[config.mk]
export PLATFORM = sky130hd
export DESIGN_NAME = cam_init_seq
export DESIGN_NICKNAME = d
export VERILOG_FILES = /design/src/rtl/cam_init_pkg.sv /design/src/rtl/cam_init_fsm.sv /design/src/rtl/cam_init_word.sv /design/src/rtl/cam_init_seq.sv
export SDC_FILE = /design/constraint.sdc
export NUM_CORES = 1
export LEC_CHECK = 0
export ABC_AREA = 1
export BUFFER_PORTS_ARGS = -buffer_cell sky130_fd_sc_hd__buf_2
export CAP_MARGIN = 20
export CORE_AREA = 2 2 60 91
export DETAILED_ROUTE_END_ITERATION = 7
export DIE_AREA = 0 0 62 93
export MAX_ROUTING_LAYER = met4
export PLACE_DENSITY = 0.79
export SLEW_MARGIN = 40
export SYNTH_ARGS = -nofsm -noshare
export SYNTH_HDL_FRONTEND = slang
export SYNTH_SLANG_ARGS = --single-unit
[constraint.sdc]
create_clock -name clk -period 2.4 [get_ports clk]
set_input_delay 0.48 -clock clk [delete_from_list [all_inputs] [get_ports clk]]
set_output_delay 0.48 -clock clk [all_outputs]
set_load 0.03 [all_outputs]
[src/rtl/cam_init_pkg.sv]
package cam_init_pkg;
  localparam int CMD_W  = 7;
  localparam int REQ_W  = 72;
  localparam int SLOT_N = 16;

  localparam logic [CMD_W-1:0] CMD_WRITE = 7'b0000100;
  localparam logic [7:0] ADDR_SYSCFG   = 8'h03;
  localparam logic [7:0] ADDR_RWR_BASE = 8'h04;
  localparam logic [1:0] ACC_DATA      = 2'b01;
  localparam logic [1:0] ACC_MASK      = 2'b10;
  localparam logic [1:0] GMSEL_NONE    = 2'b11;

  typedef enum logic [2:0] {
    ST_IDLE, ST_RST, ST_CFG, ST_SEL, ST_DAT, ST_DONE
  } seq_state_e;

  typedef enum logic [2:0] {
    WK_CFG_HS, WK_DATA, WK_MASK, WK_GMR, WK_RWR, WK_CFG_FIN
  } wr_kind_e;
endpackage

[src/rtl/cam_init_fsm.sv]
module cam_init_fsm
  import cam_init_pkg::*;
#(
  parameter int DEPTH     = 32768,
  parameter int NUM_GMR   = 2,
  parameter int RST_CYC   = 32,
  parameter int CFG_TOTAL = 16,
  parameter int IDX_W     = 15,
  parameter int CNT_W     = 6
) (
  input  logic             clk,
  input  logic             rst_n,
  input  logic             start,
  output seq_state_e       state,
  output wr_kind_e         kind,
  output logic [IDX_W-1:0] idx
);
  localparam logic [IDX_W-1:0] IDX_ARR_LAST = IDX_W'(DEPTH - 1);
  localparam logic [IDX_W-1:0] IDX_GMR_LAST = IDX_W'(NUM_GMR - 1);
  localparam logic [IDX_W-1:0] IDX_RWR_LAST = IDX_W'(3);

  logic [CNT_W-1:0] cnt;
  wr_kind_e         nkind;
  logic [IDX_W-1:0] nidx;
  logic             last_write;

  always_comb begin
    nkind      = kind;
    nidx       = idx + 1'b1;
    last_write = 1'b0;
    case (kind)
      WK_CFG_HS: begin nkind = WK_DATA; nidx = '0; end
      WK_DATA: if (idx == IDX_ARR_LAST) begin nkind = WK_MASK; nidx = '0; end
      WK_MASK: if (idx == IDX_ARR_LAST) begin
        nkind = (NUM_GMR > 0) ? WK_GMR : WK_RWR;
        nidx  = '0;
      end
      WK_GMR: if (idx == IDX_GMR_LAST) begin nkind = WK_RWR; nidx = '0; end
      WK_RWR: if (idx == IDX_RWR_LAST) begin nkind = WK_CFG_FIN; nidx = '0; end
      default: begin last_write = 1'b1; nidx = '0; end
    endcase
  end

  always_ff @(posedge clk) begin
    if (!rst_n) begin
      state <= ST_IDLE;
      cnt   <= '0;
      kind  <= WK_CFG_HS;
      idx   <= '0;
    end else begin
      case (state)
        ST_IDLE: if (start) begin
          state <= ST_RST;
          cnt   <= CNT_W'(RST_CYC - 1);
        end
        ST_RST: if (cnt == '0) begin
          state <= ST_CFG;
          cnt   <= CNT_W'(CFG_TOTAL - 1);
        end else cnt <= cnt - 1'b1;
        ST_CFG: if (cnt == '0) begin
          state <= ST_SEL;
          cnt   <= CNT_W'(1);
          kind  <= WK_CFG_HS;
          idx   <= '0;
        end else cnt <= cnt - 1'b1;
        ST_SEL: if (cnt == '0) begin
          state <= ST_DAT;
          cnt   <= CNT_W'(1);
        end else cnt <= cnt - 1'b1;
        ST_DAT: if (cnt == '0) begin
          if (last_write) state <= ST_DONE;
          else begin
            state <= ST_SEL;
            cnt   <= CNT_W'(1);
            kind  <= nkind;
            idx   <= nidx;
          end
        end else cnt <= cnt - 1'b1;
        default: state <= ST_DONE;
      endcase
    end
  end
endmodule

[src/rtl/cam_init_word.sv]
module cam_init_word
  import cam_init_pkg::*;
#(
  parameter int                     IDX_W        = 15,
  parameter logic [7:0]             DEV_ID       = 8'h00,
  parameter bit                     LAST_DEV     = 1'b1,
  parameter bit                     LAST_SRAM    = 1'b1,
  parameter logic [SLOT_N*8-1:0]    GMR_ADDR_TBL = '0,
  parameter logic [SLOT_N*REQ_W-1:0] GMR_DATA_TBL = '0,
  parameter logic [4*REQ_W-1:0]     RWR_TBL      = '0
) (
  input  seq_state_e       state,
  input  wr_kind_e         kind,
  input  logic [IDX_W-1:0] idx,
  output logic             co_rst_n,
  output logic             co_strobe,
  output logic             co_cfg,
  output logic [CMD_W-1:0] co_cmd,
  output logic [REQ_W-1:0] co_req
);
  logic [3:0]       slot;
  logic [1:0]       rsel;
  logic [REQ_W-1:0] sel_w;
  logic [REQ_W-1:0] dat_w;

  assign slot = idx[3:0];
  assign rsel = idx[1:0];

  always_comb begin
    sel_w        = '0;
    sel_w[33:26] = DEV_ID;
    dat_w        = '0;
    case (kind)
      WK_CFG_HS: begin
        sel_w[8:1] = ADDR_SYSCFG;
        dat_w[28]  = LAST_DEV;
      end
      WK_DATA: begin
        sel_w[25:24] = ACC_DATA;
        sel_w[23:22] = GMSEL_NONE;
        sel_w[15:1]  = 15'(idx);
      end
      WK_MASK: begin
        sel_w[25:24] = ACC_MASK;
        sel_w[23:22] = GMSEL_NONE;
        sel_w[15:1]  = 15'(idx);
        dat_w        = '1;
      end
      WK_GMR: begin
        sel_w[8:1] = GMR_ADDR_TBL[slot*8 +: 8];
        dat_w      = GMR_DATA_TBL[slot*REQ_W +: REQ_W];
      end
      WK_RWR: begin
        sel_w[8:1] = ADDR_RWR_BASE + {6'b0, rsel};
        dat_w      = RWR_TBL[rsel*REQ_W +: REQ_W];
      end
      default: begin
        sel_w[8:1] = ADDR_SYSCFG;
        dat_w[31]  = 1'b1;
        dat_w[30]  = 1'b1;
        dat_w[29]  = LAST_SRAM;
        dat_w[28]  = LAST_DEV;
      end
    endcase
  end

  assign co_rst_n  = (state != ST_IDLE) && (state != ST_RST);
  assign co_cfg    = (state == ST_CFG) || (state == ST_SEL) ||
                     (state == ST_DAT) || (state == ST_DONE);
  assign co_strobe = (state == ST_SEL);
  assign co_cmd    = (state == ST_SEL) ? CMD_WRITE : '0;
  assign co_req    = (state == ST_SEL) ? sel_w :
                     (state == ST_DAT) ? dat_w : '0;
endmodule

[src/rtl/cam_init_seq.sv]
module cam_init_seq
  import cam_init_pkg::*;
#(
  parameter int                      DEPTH        = 32768,
  parameter int                      NUM_GMR      = 2,
  parameter int                      NUM_DEV      = 1,
  parameter int                      RST_CYC      = 32,
  parameter int                      CFG_CYC      = 16,
  parameter logic [7:0]              DEV_ID       = 8'h00,
  parameter bit                      LAST_DEV     = 1'b1,
  parameter bit                      LAST_SRAM    = 1'b1,
  parameter logic [SLOT_N*8-1:0]     GMR_ADDR_TBL = {112'h0, 8'h30, 8'h10},
  parameter logic [SLOT_N*REQ_W-1:0] GMR_DATA_TBL = {1008'h0,
                                                     72'h00_0000_FFFF_FFFF_FFFF,
                                                     72'hFF_FFFF_FFFF_0000_0000},
  parameter logic [4*REQ_W-1:0]      RWR_TBL      = '0
) (
  input  logic             clk,
  input  logic             rst_n,
  input  logic             start,
  output logic             co_rst_n,
  output logic             co_strobe,
  output logic             co_cfg,
  output logic [CMD_W-1:0] co_cmd,
  output logic [REQ_W-1:0] co_req,
  output logic             busy,
  output logic             done
);
  localparam int CFG_TOTAL = CFG_CYC * NUM_DEV;
  localparam int WAIT_MAX  = (RST_CYC > CFG_TOTAL) ? RST_CYC : CFG_TOTAL;
  localparam int CNT_W     = $clog2(WAIT_MAX + 1);
  localparam int IDX_W     = $clog2((DEPTH > SLOT_N) ? DEPTH : SLOT_N);

  seq_state_e       state;
  wr_kind_e         kind;
  logic [IDX_W-1:0] idx;

  cam_init_fsm #(
    .DEPTH(DEPTH), .NUM_GMR(NUM_GMR), .RST_CYC(RST_CYC),
    .CFG_TOTAL(CFG_TOTAL), .IDX_W(IDX_W), .CNT_W(CNT_W)
  ) u_fsm (
    .clk(clk), .rst_n(rst_n), .start(start),
    .state(state), .kind(kind), .idx(idx)
  );

  cam_init_word #(
    .IDX_W(IDX_W), .DEV_ID(DEV_ID), .LAST_DEV(LAST_DEV), .LAST_SRAM(LAST_SRAM),
    .GMR_ADDR_TBL(GMR_ADDR_TBL), .GMR_DATA_TBL(GMR_DATA_TBL), .RWR_TBL(RWR_TBL)
  ) u_word (
    .state(state), .kind(kind), .idx(idx),
    .co_rst_n(co_rst_n), .co_strobe(co_strobe), .co_cfg(co_cfg),
    .co_cmd(co_cmd), .co_req(co_req)
  );

  assign busy = (state != ST_IDLE) && (state != ST_DONE);
  assign done = (state == ST_DONE);
endmodule

==> flow_summary.ini <==
[placement]
gp_congestion = 0.887
io_buffers = 80
dp_hpwl_um = 4620

[global_route]
grt_max_degree = 25
grt_usage_pct = 21.3
gr-total-overflow = 0
grt_pass1_wl_um = 9370
grt_pass1_vias = 2167
antenna_found_initial = 0

[routing]
wl_per_cell_um = 11.9
wirelength_um = 5850
dr.pass1.iters = 4
drc_errors = 0
dr.first_iter.drc_count = 112
dr_total_vias = 2477
ant_nets = 0
avgViaCountPerCell = 5.02

[clock_tree]
path_clk_slew_ns = 0.10
cts_hold_buf = 0
cts_tree = done
cts_made_buffers = 3
h-tree-depth = 1
root_buffer = clkbuf_8
clock_latency_ns = 0.28
cts_sinks = 27
clk_path_buf_depth = 2

[logic_synthesis]
ys_types = 31
synth-simple-area-share_pct = 35.4
syn_inst = 397
synth_compound_area_share_pct = 13.3
synthAdderAreaFrac_pct = 2.03
postSynthAreaPerCell_um2 = 6.22
yosys-mux-area-fraction_pct = 0
ys_seq_area_share_pct = 21.9
synth_xor_xnor_area_share_pct = 1.77
ys_warn_count = 0
synth_top_family_by_area = simple AND/OR/NAND/NOR gates
netlist_area_um2 = 2470
ys_ff_latch = 27

[critical_path]
cpMostUsedCell = nand2_1
cp-end-kind = output port
slowest_stage = dfxtp_2
r2r-start = u_fsm.cnt[0]$_SDFFE_PN0P_
criticalPathCategory = reg -> out
cp-start-kind = flop
cpPeakStageDelay_ns = 0.38
r2r_setup_slack_ns = 0.50
rr_worst_depth = 9
cp_top_family = buffers and inverters
critPathLaunch = u_fsm.idx[1]$_SDFFE_PN0P_
path_buf_inv = 3
r2r-end = u_fsm.idx[11]$_SDFFE_PN0P_
worstPathMaxFanout = 18
arrival_ns = 1.77
crit_required_ns = 1.92
crit_chain = inv_1, ha_1, nand2_1, nor2_1, nand2_1, nand2_4, inv_6, o21ai_0, buf_4

[cells_and_area]
mostFrequentLayoutCells = buf_2 (79), nand2_1 (74), nor2_1 (47), inv_1 (37), o21ai_0 (30)
fillCellCount = 485
multi_input_area_um2 = 1350
area_growth_pct = 5.68
drive_gt1_share_pct = 29.9
nets = 433
diodes = 0
seqCellArea_um2 = 542
utilization_pct = 52.1
final_common_cell = buf_2

[floorplan]
initial_core_util_pct = 49.3
row_count = 32
die_width_um = 62
pin_count = 87
die_area_um2 = 5770
die_h_um = 93
fp.coreArea_um2 = 5000

[pwr]
irDropWorstVdd_mv = 1.01
p_per_area_nw_per_um2 = 811
design_power_total_mw = 2.12
p_leak_nw = 1.35

[run]
drv_cap = 0

[sta]
final_max_slew_viol_count = 0
post-route-period-util_pct = 93.8
setup_viol = 0
rsz0062_at_grt = true
skew_ns = 0.0104
hold_violations = 0
min_period_ns = 2.25
max_freq_mhz = 444

[hold_path]
hold-path-endpoint = u_fsm.idx[1]$_SDFFE_PN0P_
holdPathStages = 2
min_from = u_fsm.idx[1]$_SDFFE_PN0P_
min_path_type = reg -> reg

[outcome]
status = complete, no violations
==> final cells by class <==
type	instances	share of cell area, %
flip-flops and latches	27	20.8
multi-input cells	267	51.6
repair buffers	81	15.7
inverters	46	6.81
clock inverters	1	0.288
clock buffers	3	1.58
well taps	68	3.26
==> per-layer routing <==
| metal | vias up | track usage [%] | share of wire [%] |
|---|---|---|---|
| met3 | 16 | 1.80 | 4.7 |
| met5 | - | - | 0 |
| li1 | 1259 | - | - |
| met4 | 0 | 8.87 | 3.0 |
| met1 | 1111 | 23.4 | 40 |
| met2 | 91 | 37.6 | 53 |
==> what timing repair did <==
item                                    4_1_cts  5_1_grt
resized for setup                             1        9
buffers inserted                              0        0
endpoints found under the setup margin       14       59
==> report_power, final <==
group / internal [mW] / total, mW / leakage [nW] / switching (mW)
clock: 0.118 / 0.281 / 0.0217 / 0.163
sequential: 0.526 / 0.603 / 0.220 / 0.0768
combinational: 0.355 / 1.23 / 1.11 / 0.876
==> Yosys cell counts (all sizes together) <==
master | number | area (um^2)
or3 | 1 | 6.26
o211ai | 1 | 7.51
o21a | 1 | 7.51
dfxtp | 27 | 541
a211oi | 1 | 7.51
buf | 61 | 452
ha | 4 | 50.1
nand2 | 90 | 375
a21oi | 18 | 90.1
inv | 46 | 173
nand3 | 28 | 150
a21o | 1 | 7.51
clkbuf | 1 | 3.75
o31ai | 1 | 7.51
xnor2 | 1 | 8.76
nor2 | 59 | 274
o21ai | 40 | 200
nor3 | 5 | 25.0
conb | 1 | 3.75
xor2 | 4 | 35.0
nand4 | 6 | 43.8
==> cell families after synthesis <==
group,after synthesis
AOI/OAI and AO/OA,63
xor gates and xnor gates,5
adders and majority gates,4
buffers and inverters,108
DFF,27
other,1
and+or+nand+nor,189
==> worst min-delay path, stage by stage (launching register included) <==
cell	delay, ns
dfxtp_2	0.36
nand2_1	0.07
a21oi_1	0.05
==> metrics by stage <==
stage	instance area (um^2)	setup TNS, ns	worst slack (ns)	instances	hold WS, ns
after floorplan	2490	0	0.0773	402	0.454
after global placement	2530	0	0.310	489	0.475
after detailed placement	2530	0	0.279	489	0.493
after CTS	2580	0	0.0388	493	0.538
after global routing	2610	-0.0635	-0.0105	493	0.542
final	2610	0	0.148	493	0.511
==> worst max-delay path by stage <==
stage,to,slack (ns),cells after the start
after detailed placement,co_req[3],0.28,9
after global routing,co_req[40],-0.01,5
after CTS,co_req[3],0.04,9
final,co_req[3],0.15,9
after floorplan,co_req[30],0.08,6
after global placement,co_req[3],0.31,9
==> flip-flops by register name, indices dropped and copies added, names as in the netlist <==
name	cells
u_fsm.idx	15
u_fsm.state	3
u_fsm.cnt	6
u_fsm.kind	3
No activity file was read; power rests on OpenSTA's default activity.
